$ cat config.mk
export PLATFORM = sky130hd
export DESIGN_NAME = mailbox_regs
export DESIGN_NICKNAME = d
export VERILOG_FILES = /design/src/rtl/mbx_pkg.sv /design/src/rtl/mbx_dec.sv /design/src/rtl/mbx_fifo.sv /design/src/rtl/mbx_irq.sv /design/src/rtl/mailbox_regs.sv
export SDC_FILE = /design/constraint.sdc
export NUM_CORES = 1
export LEC_CHECK = 0
export BUFFER_PORTS_ARGS = -buffer_cell sky130_fd_sc_hd__buf_2
export CAP_MARGIN = 20
export CORE_MARGIN = 2
export CORE_UTILIZATION = 30
export CTS_BUF_LIST = sky130_fd_sc_hd__clkbuf_4 sky130_fd_sc_hd__clkbuf_8 sky130_fd_sc_hd__clkbuf_16
export DETAILED_ROUTE_END_ITERATION = 10
export SLEW_MARGIN = 15
export SYNTH_ARGS = -nofsm -noshare
export SYNTH_HDL_FRONTEND = slang
export SYNTH_SLANG_ARGS = --single-unit
export TNS_END_PERCENT = 5
$ cat constraint.sdc
create_clock -name clk -period 8.69 [get_ports clk]
set_input_delay 0.4345 -clock clk [delete_from_list [all_inputs] [get_ports clk]]
set_output_delay 0.4345 -clock clk [all_outputs]
set_load 0.05 [all_outputs]
$ cat src/rtl/mbx_pkg.sv
package mbx_pkg;
  typedef enum logic [2:0] {
    SEL_NONE,
    SEL_POP,
    SEL_PEEK,
    SEL_STAT,
    SEL_CFG
  } mbx_sel_e;

  localparam logic [7:0] OFS_POP_BASE = 8'h80;
  localparam logic [7:0] OFS_PEEK     = 8'h90;
  localparam logic [7:0] OFS_STAT     = 8'h98;
  localparam logic [7:0] OFS_CFG      = 8'h9C;

  localparam int BIT_FULL    = 31;
  localparam int BIT_EMPTY   = 30;
  localparam int BIT_EN      = 0;
  localparam int BIT_PENDING = 4;
endpackage

$ cat src/rtl/mbx_dec.sv
module mbx_dec
  import mbx_pkg::*;
#(
  parameter int AW = 8
) (
  input  logic [AW-1:0] addr,
  output mbx_sel_e      sel
);
  logic [7:0] low;
  assign low = addr[7:0];

  if (AW > 8) begin : g_hi
    logic hi_unused;
    assign hi_unused = ^addr[AW-1:8];
  end

  always_comb begin
    sel = SEL_NONE;
    if (low[7:4] == OFS_POP_BASE[7:4] && low[1:0] == 2'b00) sel = SEL_POP;
    else if (low == OFS_PEEK) sel = SEL_PEEK;
    else if (low == OFS_STAT) sel = SEL_STAT;
    else if (low == OFS_CFG)  sel = SEL_CFG;
  end
endmodule

$ cat src/rtl/mbx_fifo.sv
module mbx_fifo #(
  parameter int          W     = 32,
  parameter int          DEPTH = 8,
  parameter logic [W-1:0] MARK = '1,
  localparam int         PW    = (DEPTH > 1) ? $clog2(DEPTH) : 1,
  localparam int         CW    = $clog2(DEPTH + 1)
) (
  input  logic          clk,
  input  logic          rst,
  input  logic          push,
  input  logic [W-1:0]  push_data,
  input  logic          pop,
  output logic [W-1:0]  head,
  output logic [CW-1:0] cnt,
  output logic [CW-1:0] cnt_nxt,
  output logic          full,
  output logic          empty
);
  logic [W-1:0]  mem [DEPTH];
  logic [PW-1:0] rd_ptr, wr_ptr;
  logic          pop_ok, push_ok;

  assign full    = (cnt == CW'(DEPTH));
  assign empty   = (cnt == '0);
  assign pop_ok  = pop && !empty;
  assign push_ok = push && (!full || pop_ok);
  assign cnt_nxt = cnt + CW'(push_ok) - CW'(pop_ok);
  assign head    = empty ? MARK : mem[rd_ptr];

  function automatic logic [PW-1:0] bump(input logic [PW-1:0] p);
    return (p == PW'(DEPTH - 1)) ? '0 : p + PW'(1);
  endfunction

  always_ff @(posedge clk) begin
    if (push_ok) mem[wr_ptr] <= push_data;
  end

  always_ff @(posedge clk) begin
    if (rst) begin
      cnt    <= '0;
      rd_ptr <= '0;
      wr_ptr <= '0;
    end else begin
      cnt <= cnt_nxt;
      if (pop_ok)  rd_ptr <= bump(rd_ptr);
      if (push_ok) wr_ptr <= bump(wr_ptr);
    end
  end

  a_r10_no_overflow: assert property (@(posedge clk) disable iff (rst)
    cnt <= CW'(DEPTH));
  a_r2_empty_pop_hold: assert property (@(posedge clk) disable iff (rst)
    (pop && empty && !push) |=> (cnt == '0));
  a_r10_full_drop: assert property (@(posedge clk) disable iff (rst)
    (full && push && !pop) |=> full);
  a_r11_both: assert property (@(posedge clk) disable iff (rst)
    (push && pop && !empty) |=> $stable(cnt));
endmodule

$ cat src/rtl/mbx_irq.sv
module mbx_irq (
  input  logic clk,
  input  logic rst,
  input  logic cfg_we,
  input  logic en_bit,
  input  logic busy_now,
  input  logic busy_nxt,
  output logic en,
  output logic irq
);
  logic en_nxt;
  assign en_nxt = cfg_we ? en_bit : en;

  always_ff @(posedge clk) begin
    if (rst) begin
      en  <= 1'b0;
      irq <= 1'b0;
    end else begin
      en  <= en_nxt;
      irq <= en_nxt && busy_nxt;
    end
  end

  a_r7_irq_level: assert property (@(posedge clk) disable iff (rst)
    irq == (en && busy_now));
  a_r6_en_load: assert property (@(posedge clk) disable iff (rst)
    cfg_we |=> (en == $past(en_bit)));
endmodule

$ cat src/rtl/mailbox_regs.sv
module mailbox_regs
  import mbx_pkg::*;
#(
  parameter int           AW    = 8,
  parameter int           W     = 32,
  parameter int           DEPTH = 8,
  parameter logic [W-1:0] MARK  = '1,
  localparam int          CW    = $clog2(DEPTH + 1)
) (
  input  logic          clk,
  input  logic          rst,
  input  logic          bus_rd,
  input  logic          bus_wr,
  input  logic [AW-1:0] bus_addr,
  input  logic [W-1:0]  bus_wdata,
  output logic [W-1:0]  bus_rdata,
  input  logic          enq_valid,
  input  logic [W-1:0]  enq_data,
  output logic          irq
);
  mbx_sel_e      sel;
  logic [W-1:0]  head;
  logic [CW-1:0] cnt, cnt_nxt;
  logic          full, empty, en, pop, cfg_we;
  logic          wdata_unused;

  assign wdata_unused = ^bus_wdata[W-1:1];
  assign pop    = bus_rd && (sel == SEL_POP);
  assign cfg_we = bus_wr && (sel == SEL_CFG);

  mbx_dec #(.AW(AW)) u_dec (
    .addr (bus_addr),
    .sel  (sel)
  );

  mbx_fifo #(.W(W), .DEPTH(DEPTH), .MARK(MARK)) u_fifo (
    .clk       (clk),
    .rst       (rst),
    .push      (enq_valid),
    .push_data (enq_data),
    .pop       (pop),
    .head      (head),
    .cnt       (cnt),
    .cnt_nxt   (cnt_nxt),
    .full      (full),
    .empty     (empty)
  );

  mbx_irq u_irq (
    .clk      (clk),
    .rst      (rst),
    .cfg_we   (cfg_we),
    .en_bit   (bus_wdata[0]),
    .busy_now (!empty),
    .busy_nxt (cnt_nxt != '0),
    .en       (en),
    .irq      (irq)
  );

  logic [W-1:0] rd_mux;
  always_comb begin
    rd_mux = '0;
    case (sel)
      SEL_POP, SEL_PEEK: rd_mux = head;
      SEL_STAT: begin
        rd_mux[BIT_FULL]  = full;
        rd_mux[BIT_EMPTY] = empty;
      end
      SEL_CFG: begin
        rd_mux[BIT_EN]      = en;
        rd_mux[BIT_PENDING] = !empty;
      end
      default: rd_mux = '0;
    endcase
  end

  always_ff @(posedge clk) begin
    if (rst)         bus_rdata <= '0;
    else if (bus_rd) bus_rdata <= rd_mux;
  end

  a_r4_flags_exclusive: assert property (@(posedge clk) disable iff (rst)
    !(full && empty));
  a_r12_rdata_hold: assert property (@(posedge clk) disable iff (rst)
    !bus_rd |=> $stable(bus_rdata));
  a_r2_empty_pop_marker: assert property (@(posedge clk) disable iff (rst)
    (pop && empty) |=> (bus_rdata == MARK));
endmodule

# == After elaboration in Yosys (flattened, before gate mapping) ==
# Memory sizes are Yosys's and may differ from the RTL's. A register that Yosys moved wholly into a read port is not among the register bits.
# Cells that the tools add are included.
# classes
n_addsub,4
mul,0
div,0
order_cmp,0
eq_ne,11
shift,0
muxes,17
bitwise,0
n_reduce_logical,13
# ops
operator,count
2-to-1 mux 32 bit,1
2-to-1 mux 3 bit,9
2-to-1 mux 25 bit,1
== test 8 bit (second input constant),3
== test 3 bit (second input constant),3
== test 4 bit (second input constant),2
adder 3 x 1 -> 3 bit (second input constant),2
== test 3 x 2 -> 1 bit (second input constant),2
logical AND 1 bit,6
adder 4 x 1 -> 4 bit,1
zero test 4 bit,1
one-hot mux 1 bit (2 select lines),2
one-hot mux 2 bit (2 select lines),1
nonzero test 4 bit,1
subtractor 4 x 1 -> 4 bit,1
== test 3 x 1 -> 1 bit (second input constant),1
2-to-1 mux 1 bit,3
zero test 1 bit,2
zero test 2 bit,1
OR reduction 2 bit,1
logical OR 1 bit,1
# totals
ff_bits,44
latch_bits,0
mem_bits_rw,256
rom_bits,0
output_inout_bits,33
elab_cells,52
n_memories,1
# mem_list
name,depth,width,read_ports,rd_clocked_by_memory_dff,write_ports,line,source
u_fifo.mem,8,32,1,1,1,mbx_fifo.sv:19,logic [W-1:0] mem [DEPTH];

# == Logic depth before layout (Yosys ltp) ==
# logic_depth
depth_word,14
mapped_depth,12
ltp_nobuf,12

# == Cells and area by module ==
# From an unflattened synthesis, not the netlist that was laid out.
# unflattened
hier_cells,594
hier_area_um2,11702.5
# by_module_without_submodules
module,instances,cells_each,area_per_inst_um2
mbx_fifo,1,455,10343.7
mailbox_regs,1,127,1231.2
mbx_irq,1,5,66.3
mbx_dec,1,7,61.3

# == Worst setup path after synthesis ==
# OpenSTA, ideal clock, no wires.
# synth_path
kind,input to register
start,input bus_addr[1]
end,memory u_fifo.mem[2][0] (enable)
setup_time_ps,513
arrival_ps,4949
slack_ps,3229
cell_stages,4
path_buffers,0
cell_sequence,or4b_4 -> o41ai_4 -> nand2_1 -> nor4b_1
# synth_via
elab_chain_cells,12
# synth_lines
item,line,source
"start, declared",mailbox_regs.sv:14,"input logic [AW-1:0] bus_addr,"
== test 8 bit,mbx_dec.sv:22,else if (low == OFS_CFG) sel = SEL_CFG;
2-to-1 mux 3 bit,mbx_dec.sv:22,
2-to-1 mux 3 bit,mbx_dec.sv:21,else if (low == OFS_STAT) sel = SEL_STAT;
2-to-1 mux 3 bit,mbx_dec.sv:20,else if (low == OFS_PEEK) sel = SEL_PEEK;
2-to-1 mux 3 bit *,mbx_dec.sv:19,if (low[7:4] == OFS_POP_BASE[7:4] && low[1:0] == 2'b00) sel = SEL_POP;
== test 3 x 1 -> 1 bit *,mailbox_regs.sv:28,assign pop = bus_rd && (sel == SEL_POP);
logical AND 1 bit *,mailbox_regs.sv:28,
logical AND 1 bit *,mbx_fifo.sv:25,assign pop_ok = pop && !empty;
logical OR 1 bit *,mbx_fifo.sv:26,assign push_ok = push && (!full || pop_ok);
logical AND 1 bit *,mbx_fifo.sv:26,
2-to-1 mux 1 bit *,mbx_fifo.sv:35,if (push_ok) mem[wr_ptr] <= push_data;
2-to-1 mux 1 bit (implied by the code) *,mbx_fifo.sv:35,
"end, declared",mbx_fifo.sv:19,
# Every way passes the cells marked *; elsewhere a longest branch is shown, timed or not.

# == Worst setup path in the final report ==
# layout_path
start,register u_fifo.cnt[2]
end,memory u_fifo.mem[5][16] (enable)
# layout_via
elab_chain_cells,7
# layout_lines
item,line,source
"start, declared",mbx_fifo.sv:14,"output logic [CW-1:0] cnt,"
"start signal, assigned",mbx_fifo.sv:44,cnt <= cnt_nxt;
zero test 4 bit,mbx_fifo.sv:24,assign empty = (cnt == '0);
zero test 1 bit,mbx_fifo.sv:25,
logical AND 1 bit,mbx_fifo.sv:25,
logical OR 1 bit *,mbx_fifo.sv:26,
logical AND 1 bit *,mbx_fifo.sv:26,
2-to-1 mux 1 bit *,mbx_fifo.sv:35,
2-to-1 mux 1 bit (implied by the code) *,mbx_fifo.sv:35,
# Marks and branches as above.

==> results.md <==
* Max incr delay on CP at 0.77 ns
* Syn Area/Cell at 18.90 sq um
* Post-CTS Resized at 0
* Count of cell types in the netlist at 50
* CP Launch Type: flip-flop
* Syn Std Cell Area at about 12000 sq um
* Vias in the first global route at between 6000 and 7000
* Die H at 201.3 um
* CTS Sinks at 303
* Maxcap violations at 0
* FF+latch count, synth at between 300 and 400
* WL final at 24.77 mm
* Power per cell area at around 230 nW/um^2
* CP arrival at 3.56 ns
* Worst slew margin at approximately a third
* Clock Path Buffers at 3
* CTS tree: done
* Routed Antenna Nets at 0
* Final setup viols at 0
* Clk slew on worst S/H paths at ~0.060 ns
* Req. time, crit path at 8.89 ns
* Final hold slack at 0.1505 ns
* Max Clock Skew at 0.007926 ns
* Syn Nets at 706
* Syn-to-layout area delta at 18.12%
* Postcts setup bufs at 0
* GPL Wtd Cong at 0.7050
* Maximum fanout along the worst path at 36
* Vias per std cell at 4.691
* Grt total ovfl at 0
* H-tree Lvls at 1
* Status: complete, no violations
* Critical path class: flip-flop to flip-flop
* Async SR Flop Fraction at 0%
* DR pass1 iterations at 6
* First-pass GRT wire length at 38.05 mm
* Final worst path period share at between 30% and 40%
* Combinational family with the most area after synthesis: multiplexers
* Cells on worst reg2reg path at 8
* Synth Area in XOR/XNOR at 0.1500%
* Slew Viols, Final at 0
* Die width at 201.3 um
* Hold depth at 1
* Syn. warnings at 0
* Register area at 8633 sq um
* Core Area at around 39000 sq um
* Final Core Density at 35.79%
* Setup TNS at 0 ns
* Largest net degree at the start of global routing at 47
* IO Count at 110
* Post-DP HPWL at 13.65 mm
* Crit-path slowest cell: nor3b_2
* Antenna violations before repair at 4
* RSZ-0062 raised after global routing: false
* Number of flops mapped to enable cells by yosys at 256
* Crit path cell chain: inv_1 -> ha_1 -> nor3b_4 -> buf_4 -> o41ai_4 -> nand3_1 -> nor3b_2 -> buf_4
* Vias at roughly 6000
* Synth Instances at 618
* Synth Area in Simple Gates at between 3 and 4%
* # DRC at 0
* Clk root buf: clkbuf_16
* Clk Latency, worst-skew pair at 0.55 ns
* F_max at 298.1 MHz
* Share of layout cells above drive strength 1 at between 30% and 40%
* Fillers at 3645
* Hold-fix buffers, CTS at 0
* Port-buffer cells at 78
* Synth Area in Adders at 1.243%
* Area of the die at 40530 sq um
* Mux contribution to synthesized area at 15.47%
* Critical path's most frequent cell: buf_4
* Max VDD drop at 105.1 uV
* Worst Setup End Kind: flip-flop
* Initial DRC count at 581
* Initial cell density of the core at 30.30%
* # rows at 72
* Worst-margin pin slew at 0.9734 ns
* P_leak at 4.471 nW
* Top_reg_cell synth: edfxtp_1
* Final hold violations at 0
* Post-synthesis sequential area ratio at 73.86%
* WL/cell at just under 20 um
* Multi-input gate area at slightly below 3000 sq um
* CTS buffer count at 30
* Worst min-delay path category: input port to flip-flop
* Layout Nets at about 800
* Compound-Gate Fraction of Synth Area at 4.252%
* Total track usage at 12.22%
* Post-layout min period at 3.355 ns
==> cell usage after synthesis (all sizes together) (3+ instances only) <==
library cell  number  area share, %
edfxtp           256             66
mux4              62             12
dfxtp             47            8.1
a21oi             36            1.5
nand2             33            1.1
o21ai             33            1.4
mux2              32            3.1
clkbuf            19           0.61
inv               15           0.48
buf               12           0.55
ha                10            1.1
nor2              10           0.32
mux2i              5           0.43
nor3               4           0.17
nor3b              4           0.30
nor4b              4           0.30
nand3              3           0.13
==> cell type report <==
type                       count  area share, %
antenna                        3        0.05441
clock buffer                  44          6.601
clock inverter                12         0.8342
inverter                      15         0.4081
multi-input combinational    268          21.08
sequential                   303          62.57
tap                          518          4.697
timing repair buffer          95          3.754
==> registers in the layout, summed over array words and instances, names as in the netlist, named ones only <==
signal,flops
bus_rdata,32
u_fifo.cnt,4
u_fifo.mem,256
u_fifo.rd_ptr,3
u_fifo.wr_ptr,3
u_irq.en,1
u_irq.irq,1
==> report_power, final <==
| group | internal [mW] | switching (mW) |
|---|---|---|
| clock network | 0.785 | 0.531 |
| registers | 1.64 | 0.0192 |
| logic | 0.0952 | 0.164 |
==> worst max-delay path: cells and delay by family (launching register included) <==
family                     cells  cell delay, ns
and+or+nand+nor                3            1.22
buffers and inverters          3            0.88
AOI/OAI and AO/OA              1            0.35
DFF                            1            0.31
adders and majority gates      1            0.21
==> kinds of logic after synthesis <==
| family | Yosys count |
|---|---|
| XOR/XNOR | 2 |
| flip-flops | 303 |
| multiplexers | 99 |
| AO/OA/AOI/OAI | 85 |
| adder cells (fa/ha/maj) | 11 |
| buffers and inverters | 47 |
| AND/OR/NAND/NOR | 71 |
==> cell usage in the layout, fill, tap and decap left out, types with 5 or more instances in the layout <==
master,count
mux2i_1,5
clkbuf_16,31
dfxtp_1,45
edfxtp_1,256
ha_1,10
nand2_1,33
nor2_1,9
clkbuf_8,6
buf_4,17
o21ai_0,33
mux2_2,32
clkbuf_4,7
mux4_2,62
buf_2,78
inv_1,14
clkinv_2,6
a21oi_1,36
==> path summary, 6_finish.rpt <==
kind	start	end	slack, ns
setup / recovery	u_fifo.cnt[2]	u_fifo.mem[5][16]	5.34
hold / removal	enq_data[20]	u_fifo.mem[7][20]	0.15
setup reg to reg	u_fifo.cnt[2]	u_fifo.mem[5][16]	5.34
hold reg to reg	bus_rdata[17]	bus_rdata[17]	0.46
==> metal layers <==
| layer | track usage, % | up-vias | wire (um) |
|---|---|---|---|
| li1 | - | 2676 | - |
| met1 | 16.34 | 3063 | 11040 |
| met2 | 19.94 | 119 | 11700 |
| met3 | 3.158 | 37 | 1572 |
| met4 | 2.967 | 6 | 422 |
| met5 | 0 | - | 41 |
==> metrics by stage <==
stage,cells,worst slack [ns],cell area (sq um),total power [mW]
2_1_floorplan,618,3.229,11680,1.845
3_3_place_gp,1199,5.135,12760,1.949
3_5_place_dp,1199,5.128,12760,1.953
4_1_cts,1255,5.261,13790,3.273
5_1_grt,1255,5.015,13790,3.356
6_report,1258,5.335,13800,3.233
Note: power is estimated with default switching activity, not from simulation.
